===== src/rtl/i2c_seq_pkg.sv =====
package i2c_seq_pkg;
  localparam int BYTE_W  = 8;
  localparam int CMD_W   = 8;
  localparam int WORD_W  = CMD_W + BYTE_W;
  localparam int NUM_IRQ = 7;
  localparam int NUM_DREQ = 4;

  localparam int IRQ_CREQ  = 0;
  localparam int IRQ_MRREQ = 1;
  localparam int IRQ_MTREQ = 2;
  localparam int IRQ_SRREQ = 3;
  localparam int IRQ_STREQ = 4;
  localparam int IRQ_NAK   = 5;
  localparam int IRQ_OVR   = 6;

  localparam logic [CMD_W-1:0] CMD_DEFAULT  = 8'hA0;
  localparam logic [CMD_W-1:0] CMD_SLV_IDLE = 8'hC8;
  localparam logic [CMD_W-1:0] CMD_MTX_CONT = 8'hAC;
  localparam logic [CMD_W-1:0] CMD_MRX_CONT = 8'hC8;

  typedef enum logic [1:0] {
    OP_START = 2'd0,
    OP_STOP  = 2'd1,
    OP_TX    = 2'd2,
    OP_RX    = 2'd3
  } eng_op_e;

  typedef enum logic [1:0] {
    PH_IDLE, PH_START, PH_BYTE, PH_STOP
  } phase_e;

  typedef struct packed {
    logic fam_rx;
    logic pre_start;
    logic post_stop;
    logic policy;
    logic cont;
    logic stop_only;
    logic addr_frame;
  } cmd_info_t;

  function automatic logic [CMD_W-1:0] sanitize_cmd(input logic [CMD_W-1:0] c);
    if (c[7:4] == 4'hA || c[7:4] == 4'hC) return c;
    return CMD_DEFAULT;
  endfunction

  function automatic cmd_info_t decode_cmd(input logic [CMD_W-1:0] c);
    cmd_info_t i;
    i.fam_rx     = (c[7:4] == 4'hC);
    i.pre_start  = c[0];
    i.policy     = c[2];
    i.stop_only  = c[3] & c[1];
    i.cont       = c[3] & ~c[1];
    i.post_stop  = c[1] & ~c[3];
    i.addr_frame = ~i.fam_rx & c[0] & ~c[1] & ~c[3];
    return i;
  endfunction

  function automatic phase_e first_phase(input cmd_info_t i);
    if (i.stop_only) return PH_STOP;
    if (i.pre_start) return PH_START;
    return PH_BYTE;
  endfunction

  // one-hot over {slave tx, slave rx, master tx, master rx}
  function automatic logic [NUM_DREQ-1:0] dreq_sel(input logic fam_rx, input logic master);
    logic [NUM_DREQ-1:0] v;
    v = '0;
    v[{~master, ~fam_rx}] = 1'b1;
    return v;
  endfunction
endpackage


===== src/rtl/seq_decode.sv =====
module seq_decode
  import i2c_seq_pkg::*;
(
  input  logic [CMD_W-1:0] cmd,
  output cmd_info_t        info
);
  always_comb info = decode_cmd(cmd);
endmodule


===== src/rtl/seq_irq_bank.sv =====
module seq_irq_bank #(
  parameter int N = 7
) (
  input  logic         clk,
  input  logic         rst_n,
  input  logic [N-1:0] set,
  input  logic [N-1:0] clr,
  output logic [N-1:0] flags
);
  logic [N-1:0] flag_q;

  for (genvar i = 0; i < N; i++) begin : g_flag
    logic nxt;
    always_comb nxt = set[i] | (flag_q[i] & ~clr[i]);
    always_ff @(posedge clk) begin
      if (!rst_n) flag_q[i] <= 1'b0;
      else        flag_q[i] <= nxt;
    end
  end

  assign flags = flag_q;
endmodule


===== src/rtl/seq_fsm.sv =====
module seq_fsm
  import i2c_seq_pkg::*;
(
  input  logic                clk,
  input  logic                rst_n,
  input  logic                wr_en,
  input  logic [WORD_W-1:0]   wr_word,
  input  cmd_info_t           info,
  input  logic                eng_done,
  input  logic                eng_nak,
  input  logic                eng_arb_lost,
  input  logic [BYTE_W-1:0]   eng_rx_byte,
  output phase_e              phase,
  output logic [CMD_W-1:0]    cmd_q,
  output logic [BYTE_W-1:0]   data_q,
  output logic [BYTE_W-1:0]   rx_q,
  output logic                master_q,
  output logic                ev_ovr,
  output logic                ev_nak,
  output logic                ev_arb,
  output logic [NUM_DREQ-1:0] ev_dreq
);
  phase_e              ph_q, ph_d;
  logic [CMD_W-1:0]    cmd_d, new_cmd;
  logic [BYTE_W-1:0]   data_d, rx_d;
  logic                mst_d, accept, step_done;

  always_comb begin
    new_cmd   = sanitize_cmd(wr_word[WORD_W-1:BYTE_W]);
    accept    = wr_en && (ph_q == PH_IDLE);
    ev_ovr    = wr_en && (ph_q != PH_IDLE);
    step_done = eng_done && (ph_q != PH_IDLE);
    ph_d   = ph_q;
    cmd_d  = cmd_q;
    data_d = data_q;
    rx_d   = rx_q;
    mst_d  = master_q;
    ev_nak = 1'b0;
    ev_arb = 1'b0;
    ev_dreq = '0;
    if (accept) begin
      cmd_d  = new_cmd;
      data_d = wr_word[BYTE_W-1:0];
      ph_d   = first_phase(decode_cmd(new_cmd));
    end else if (step_done && eng_arb_lost) begin
      ev_arb = 1'b1;
      cmd_d  = CMD_SLV_IDLE;
      mst_d  = 1'b0;
      ph_d   = PH_IDLE;
    end else if (step_done) begin
      unique case (ph_q)
        PH_START: begin
          mst_d = 1'b1;
          ph_d  = PH_BYTE;
        end
        PH_BYTE: begin
          if (info.fam_rx) rx_d = eng_rx_byte;
          if (!info.fam_rx && info.policy && eng_nak) begin
            ev_nak = 1'b1;
            ph_d   = PH_IDLE;
          end else if (info.post_stop) begin
            ph_d = PH_STOP;
          end else if (info.cont) begin
            ev_dreq = dreq_sel(info.fam_rx, master_q);
            ph_d    = PH_IDLE;
          end else if (info.addr_frame) begin
            if (data_q[0]) begin
              cmd_d = CMD_MRX_CONT;
              ph_d  = PH_BYTE;
            end else begin
              cmd_d   = CMD_MTX_CONT;
              ev_dreq = dreq_sel(1'b0, master_q);
              ph_d    = PH_IDLE;
            end
          end else begin
            cmd_d = CMD_DEFAULT;
            ph_d  = PH_IDLE;
          end
        end
        PH_STOP: begin
          cmd_d = CMD_SLV_IDLE;
          mst_d = 1'b0;
          ph_d  = PH_IDLE;
        end
        default: ph_d = PH_IDLE;
      endcase
    end
  end

  always_ff @(posedge clk) begin
    if (!rst_n) begin
      ph_q     <= PH_IDLE;
      cmd_q    <= CMD_DEFAULT;
      data_q   <= '0;
      rx_q     <= '0;
      master_q <= 1'b0;
    end else begin
      ph_q     <= ph_d;
      cmd_q    <= cmd_d;
      data_q   <= data_d;
      rx_q     <= rx_d;
      master_q <= mst_d;
    end
  end

  assign phase = ph_q;
endmodule


===== src/rtl/i2c_cmd_seq.sv =====
module i2c_cmd_seq
  import i2c_seq_pkg::*;
(
  input  logic                clk,
  input  logic                rst_n,
  input  logic                wr_en,
  input  logic [WORD_W-1:0]   wr_word,
  input  logic [NUM_IRQ-1:0]  irq_clr,
  input  logic                eng_done,
  input  logic                eng_nak,
  input  logic                eng_arb_lost,
  input  logic [BYTE_W-1:0]   eng_rx_byte,
  output logic                eng_req,
  output logic [1:0]          eng_op,
  output logic [BYTE_W-1:0]   eng_tx_byte,
  output logic                eng_send_nak,
  output logic                busy,
  output logic                is_master,
  output logic [CMD_W-1:0]    cur_cmd,
  output logic [BYTE_W-1:0]   rx_data,
  output logic [NUM_IRQ-1:0]  irq_flags
);
  phase_e              phase;
  cmd_info_t           info;
  logic [CMD_W-1:0]    cmd_q;
  logic [BYTE_W-1:0]   data_q, rx_q;
  logic                master_q;
  // named internal events, observed by the checker
  logic                ev_ovr, ev_nak, ev_arb;
  logic [NUM_DREQ-1:0] ev_dreq;
  logic [NUM_IRQ-1:0]  irq_set;

  seq_decode u_dec (.cmd(cmd_q), .info(info));

  seq_fsm u_fsm (
    .clk(clk), .rst_n(rst_n), .wr_en(wr_en), .wr_word(wr_word), .info(info),
    .eng_done(eng_done), .eng_nak(eng_nak), .eng_arb_lost(eng_arb_lost),
    .eng_rx_byte(eng_rx_byte), .phase(phase), .cmd_q(cmd_q), .data_q(data_q),
    .rx_q(rx_q), .master_q(master_q), .ev_ovr(ev_ovr), .ev_nak(ev_nak),
    .ev_arb(ev_arb), .ev_dreq(ev_dreq)
  );

  always_comb begin
    irq_set = '0;
    irq_set[IRQ_CREQ]  = ev_nak;
    irq_set[IRQ_NAK]   = ev_nak;
    irq_set[IRQ_OVR]   = ev_ovr;
    irq_set[IRQ_MRREQ] = ev_dreq[0];
    irq_set[IRQ_MTREQ] = ev_dreq[1];
    irq_set[IRQ_SRREQ] = ev_dreq[2];
    irq_set[IRQ_STREQ] = ev_dreq[3];
  end

  seq_irq_bank #(.N(NUM_IRQ)) u_irq (
    .clk(clk), .rst_n(rst_n), .set(irq_set), .clr(irq_clr), .flags(irq_flags)
  );

  always_comb begin
    unique case (phase)
      PH_START: eng_op = OP_START;
      PH_STOP:  eng_op = OP_STOP;
      PH_BYTE:  eng_op = info.fam_rx ? OP_RX : OP_TX;
      default:  eng_op = OP_START;
    endcase
  end

  assign eng_req      = (phase != PH_IDLE);
  assign busy         = (phase != PH_IDLE);
  assign eng_tx_byte  = data_q;
  assign eng_send_nak = info.policy;
  assign is_master    = master_q;
  assign cur_cmd      = cmd_q;
  assign rx_data      = rx_q;
endmodule


===== config.mk =====
export PLATFORM = sky130hd
export DESIGN_NAME = i2c_cmd_seq
export DESIGN_NICKNAME = d
export VERILOG_FILES = /design/src/rtl/i2c_seq_pkg.sv /design/src/rtl/seq_decode.sv /design/src/rtl/seq_irq_bank.sv /design/src/rtl/seq_fsm.sv /design/src/rtl/i2c_cmd_seq.sv
export SDC_FILE = /design/constraint.sdc
export NUM_CORES = 1
export LEC_CHECK = 0
export BUFFER_PORTS_ARGS = -buffer_cell sky130_fd_sc_hd__clkbuf_2
export CORE_ASPECT_RATIO = 1.1
export CORE_MARGIN = 2
export CORE_UTILIZATION = 46
export DETAILED_ROUTE_END_ITERATION = 7
export GPL_TIMING_DRIVEN = 1
export PLACE_DENSITY = 0.79
export SKIP_LAST_GASP = 1
export SLEW_MARGIN = 15
export SYNTH_ARGS = -nofsm -noshare
export SYNTH_HDL_FRONTEND = slang
export SYNTH_SLANG_ARGS = --single-unit

===== constraint.sdc =====
create_clock -name clk -period 2.8 [get_ports clk]
set_input_delay 0.56 -clock clk [delete_from_list [all_inputs] [get_ports clk]]
set_output_delay 0.56 -clock clk [all_outputs]
set_load 0.03 [all_outputs]

==> impl_metrics.json <==
{
  "start_kind": "register",
  "dieArea_mm2": 0.00397,
  "p_leak_nw": 0.919,
  "placementRows": 22,
  "io_buffers": 73,
  "grt_antenna_before_repair": 0,
  "dp_slack_ns": 0.611,
  "yosysSeqAreaShare_pct": 42.5,
  "cp-end-kind": "output port",
  "area_growth_syn_to_layout_pct": 27.4,
  "grt_pass1_vias": 1439,
  "grt_setup_unrepaired": "false",
  "post_cts_buffers": 0,
  "postRouteAntennaNets": 0,
  "synth.cell_area_mm2": 0.00160,
  "syn_avg_cell_area_um2": 8.35,
  "clockBufferDepth": 2,
  "whs_ns": 0.451,
  "grt_pass1_wl_um": 6100,
  "critPathBufInv": 1,
  "p_seq_share_pct": 47.0,
  "cts_made_buffers": 5,
  "finalCriticalPeriod_ns": 2.31,
  "drc": 0,
  "ios": 74,
  "core_area_mm2": 0.00333,
  "required_ns": 2.24,
  "drv_slew": 0,
  "antenna_cells": 0,
  "initial_core_util_pct": 48.1,
  "grtUsageTotal_pct": 20.3,
  "firstDrtPassIters": 4,
  "fin_util_pct": 61.3,
  "setup_tns_ns": 0,
  "syn_inst": 192,
  "worstSetupStartpoint": "u_fsm.cmd_q[5]",
  "cts_tree": "yes",
  "setup_viol": 0,
  "max_stage_delay_ns": 0.68,
  "hp-class": "register to register",
  "die_h_um": 65.9,
  "vias": 1588,
  "synth_enable_flop_cells": 0,
  "vdd_drop_max_uv": 316,
  "cts-root-buf": "clkbuf_4",
  "synth_nets": 233,
  "synthFlopType": "dfxtp_1",
  "layout_common_cells": "clkbuf_2, nand2_1, dfxtp_1",
  "synth_warnings": 0,
  "hpwl_um": 2780,
  "nNetsFinal": 305,
  "layoutNonFillerInstCount": 312,
  "hold_buffers": 0,
  "dp.cells": 305,
  "gp_congestion": 0.797,
  "arrival_ns": 1.75,
  "max_freq_ghz": 0.433,
  "p_switching_w": 0.000413,
  "ys_ff_latch": 34,
  "reg2reg_setup_slack_ns": 0.60,
  "grt_max_degree": 35,
  "reg2reg_from": "u_fsm.phase[0]",
  "clkLatencyLatePin_ns": 0.33,
  "worst_pin_slew_ns": 0.621,
  "clock_skew_ns": 0.00737,
  "comb_power_share_pct": 31.9,
  "cts_resized": 0,
  "power_density_mw_per_mm2": 564,
  "hold_viol": 0,
  "cap_violations": 0,
  "worst-setup-path-type": "register to output port",
  "netlist-cell-type-count": 43,
  "h-tree-depth": 2,
  "final_common_cell": "clkbuf_2",
  "globalRouteOverflowTotal": 0,
  "p_int_w": 0.000738,
  "hold_path_startpoint": "u_fsm.cmd_q[4]",
  "critPathTopFamily": "simple AND/OR/NAND/NOR gates",
  "viasPerCell": 5.09,
  "path_max_fanout": 17,
  "period_share_pct": 82.6,
  "wl_um": 3720,
  "dr.first_iter.drc_count": 24,
  "cp_cell_sequence": "and4bb_1, a21o_1, clkbuf_2",
  "switching_share_pct": 35.9,
  "cts_sinks": 34,
  "outcome": "completed",
  "drive_gt1_share_pct": 32.2,
  "slew_headroom_pct": 58.6,
  "clk_pin_slew_ns": 0.10,
  "critPathSlowestCell": "and4bb_1",
  "wl_per_cell_um": 11.9,
  "die_x_um": 60.3,
  "pwr-share-clk_pct": 21.1,
  "layout_setup_ws_ns": 0.488,
  "async_reset_ff_share_pct": 0
}
stage by stage:
stage / area, um^2 / power, W
after global routing: 2040 / 0.00123
final: 2040 / 0.00115
after global placement: 2000 / 0.000914
after floorplan: 1600 / 0.000814
after detailed placement: 2000 / 0.000921
after CTS: 2040 / 0.00117
synthesized netlist by cell type, types with 2 or more instances:
library cell / n / area [um^2]
inv_1: 13 / 48.8
nor4b_1: 2 / 17.5
ha_1: 4 / 50.1
clkbuf_1: 7 / 26.3
or2_2: 2 / 12.5
o22ai_1: 3 / 18.8
a32oi_1: 2 / 17.5
nand2_1: 36 / 135
nor3_1: 4 / 20.0
nor2b_1: 4 / 25.0
nand2b_1: 3 / 18.8
a31oi_1: 2 / 12.5
a21oi_1: 3 / 15.0
and2_1: 6 / 37.5
a21boi_0: 16 / 120
nor2_1: 5 / 18.8
o21ai_0: 6 / 30.0
dfxtp_1: 34 / 681
o21a_1: 4 / 30.0
nand3_1: 11 / 55.1
buf_4: 3 / 22.5
routing by layer:
metal  global-route usage, %  part of all wire [%]  vias up
li1                        -                     -      810
met3                    5.48                   7.6        6
met1                    25.2                    43      708
met5                       0                     0        -
met4                    8.61                   1.7        0
met2                    32.6                    47       64
power groups by stage:
stage | clock network, W | logic, W | registers [W]
CTS | 0.000257 | 0.000370 | 0.000541
detailed placement | 0 | 0.000369 | 0.000552
global route | 0.000281 | 0.000404 | 0.000546
floorplan | 0 | 0.000216 | 0.000598
finish | 0.000243 | 0.000367 | 0.000541
global placement | 0 | 0.000363 | 0.000551
path summary, 6_finish.rpt:
check | cells past startpoint | to
min reg2reg | 2 | u_fsm.cmd_q[4]
min | 2 | u_fsm.cmd_q[4]
max reg2reg | 8 | u_fsm.cmd_q[7]
max | 3 | eng_op[0]
flip-flops by register name, summed over array words and instances, names as in the netlist:
register        cells
u_fsm.master_q      1
u_fsm.data_q        8
u_fsm.rx_q          8
u_irq.flags         7
u_fsm.cmd_q         8
u_fsm.phase         2
worst reg2reg max path: cells and delay by family (launching register included):
family / cells / cell delay, ns
AO/OA/AOI/OAI: 1 / 0.12
adder cells (fa/ha/maj): 1 / 0.26
buffers and inverters: 2 / 0.26
flip-flops: 1 / 0.39
AND/OR/NAND/NOR: 4 / 1.08
layout make-up:
type | count | area [um^2]
Fill cell | 337 | 1290
Multi-Input combinational cell | 134 | 820
Sequential cell | 34 | 681
Timing Repair Buffer | 76 | 388
Tap cell | 48 | 60.1
Inverter | 13 | 48.8
Clock buffer | 7 | 45.0
cell families (layout without fill, tap and decap cells):
kind of cell | count (synthesis) | count (layout) | share of synthesized area (%)
AND/OR/NAND/NOR | 81 | 81 | 25.4
AO/OA/AOI/OAI | 48 | 48 | 22.1
adder cells (fa/ha/maj) | 4 | 4 | 3.12
flip-flops | 34 | 34 | 42.5
XOR/XNOR | 1 | 1 | 0.547
buffers and inverters | 24 | 96 | 6.40
No activity file was read; power rests on OpenSTA's default activity.
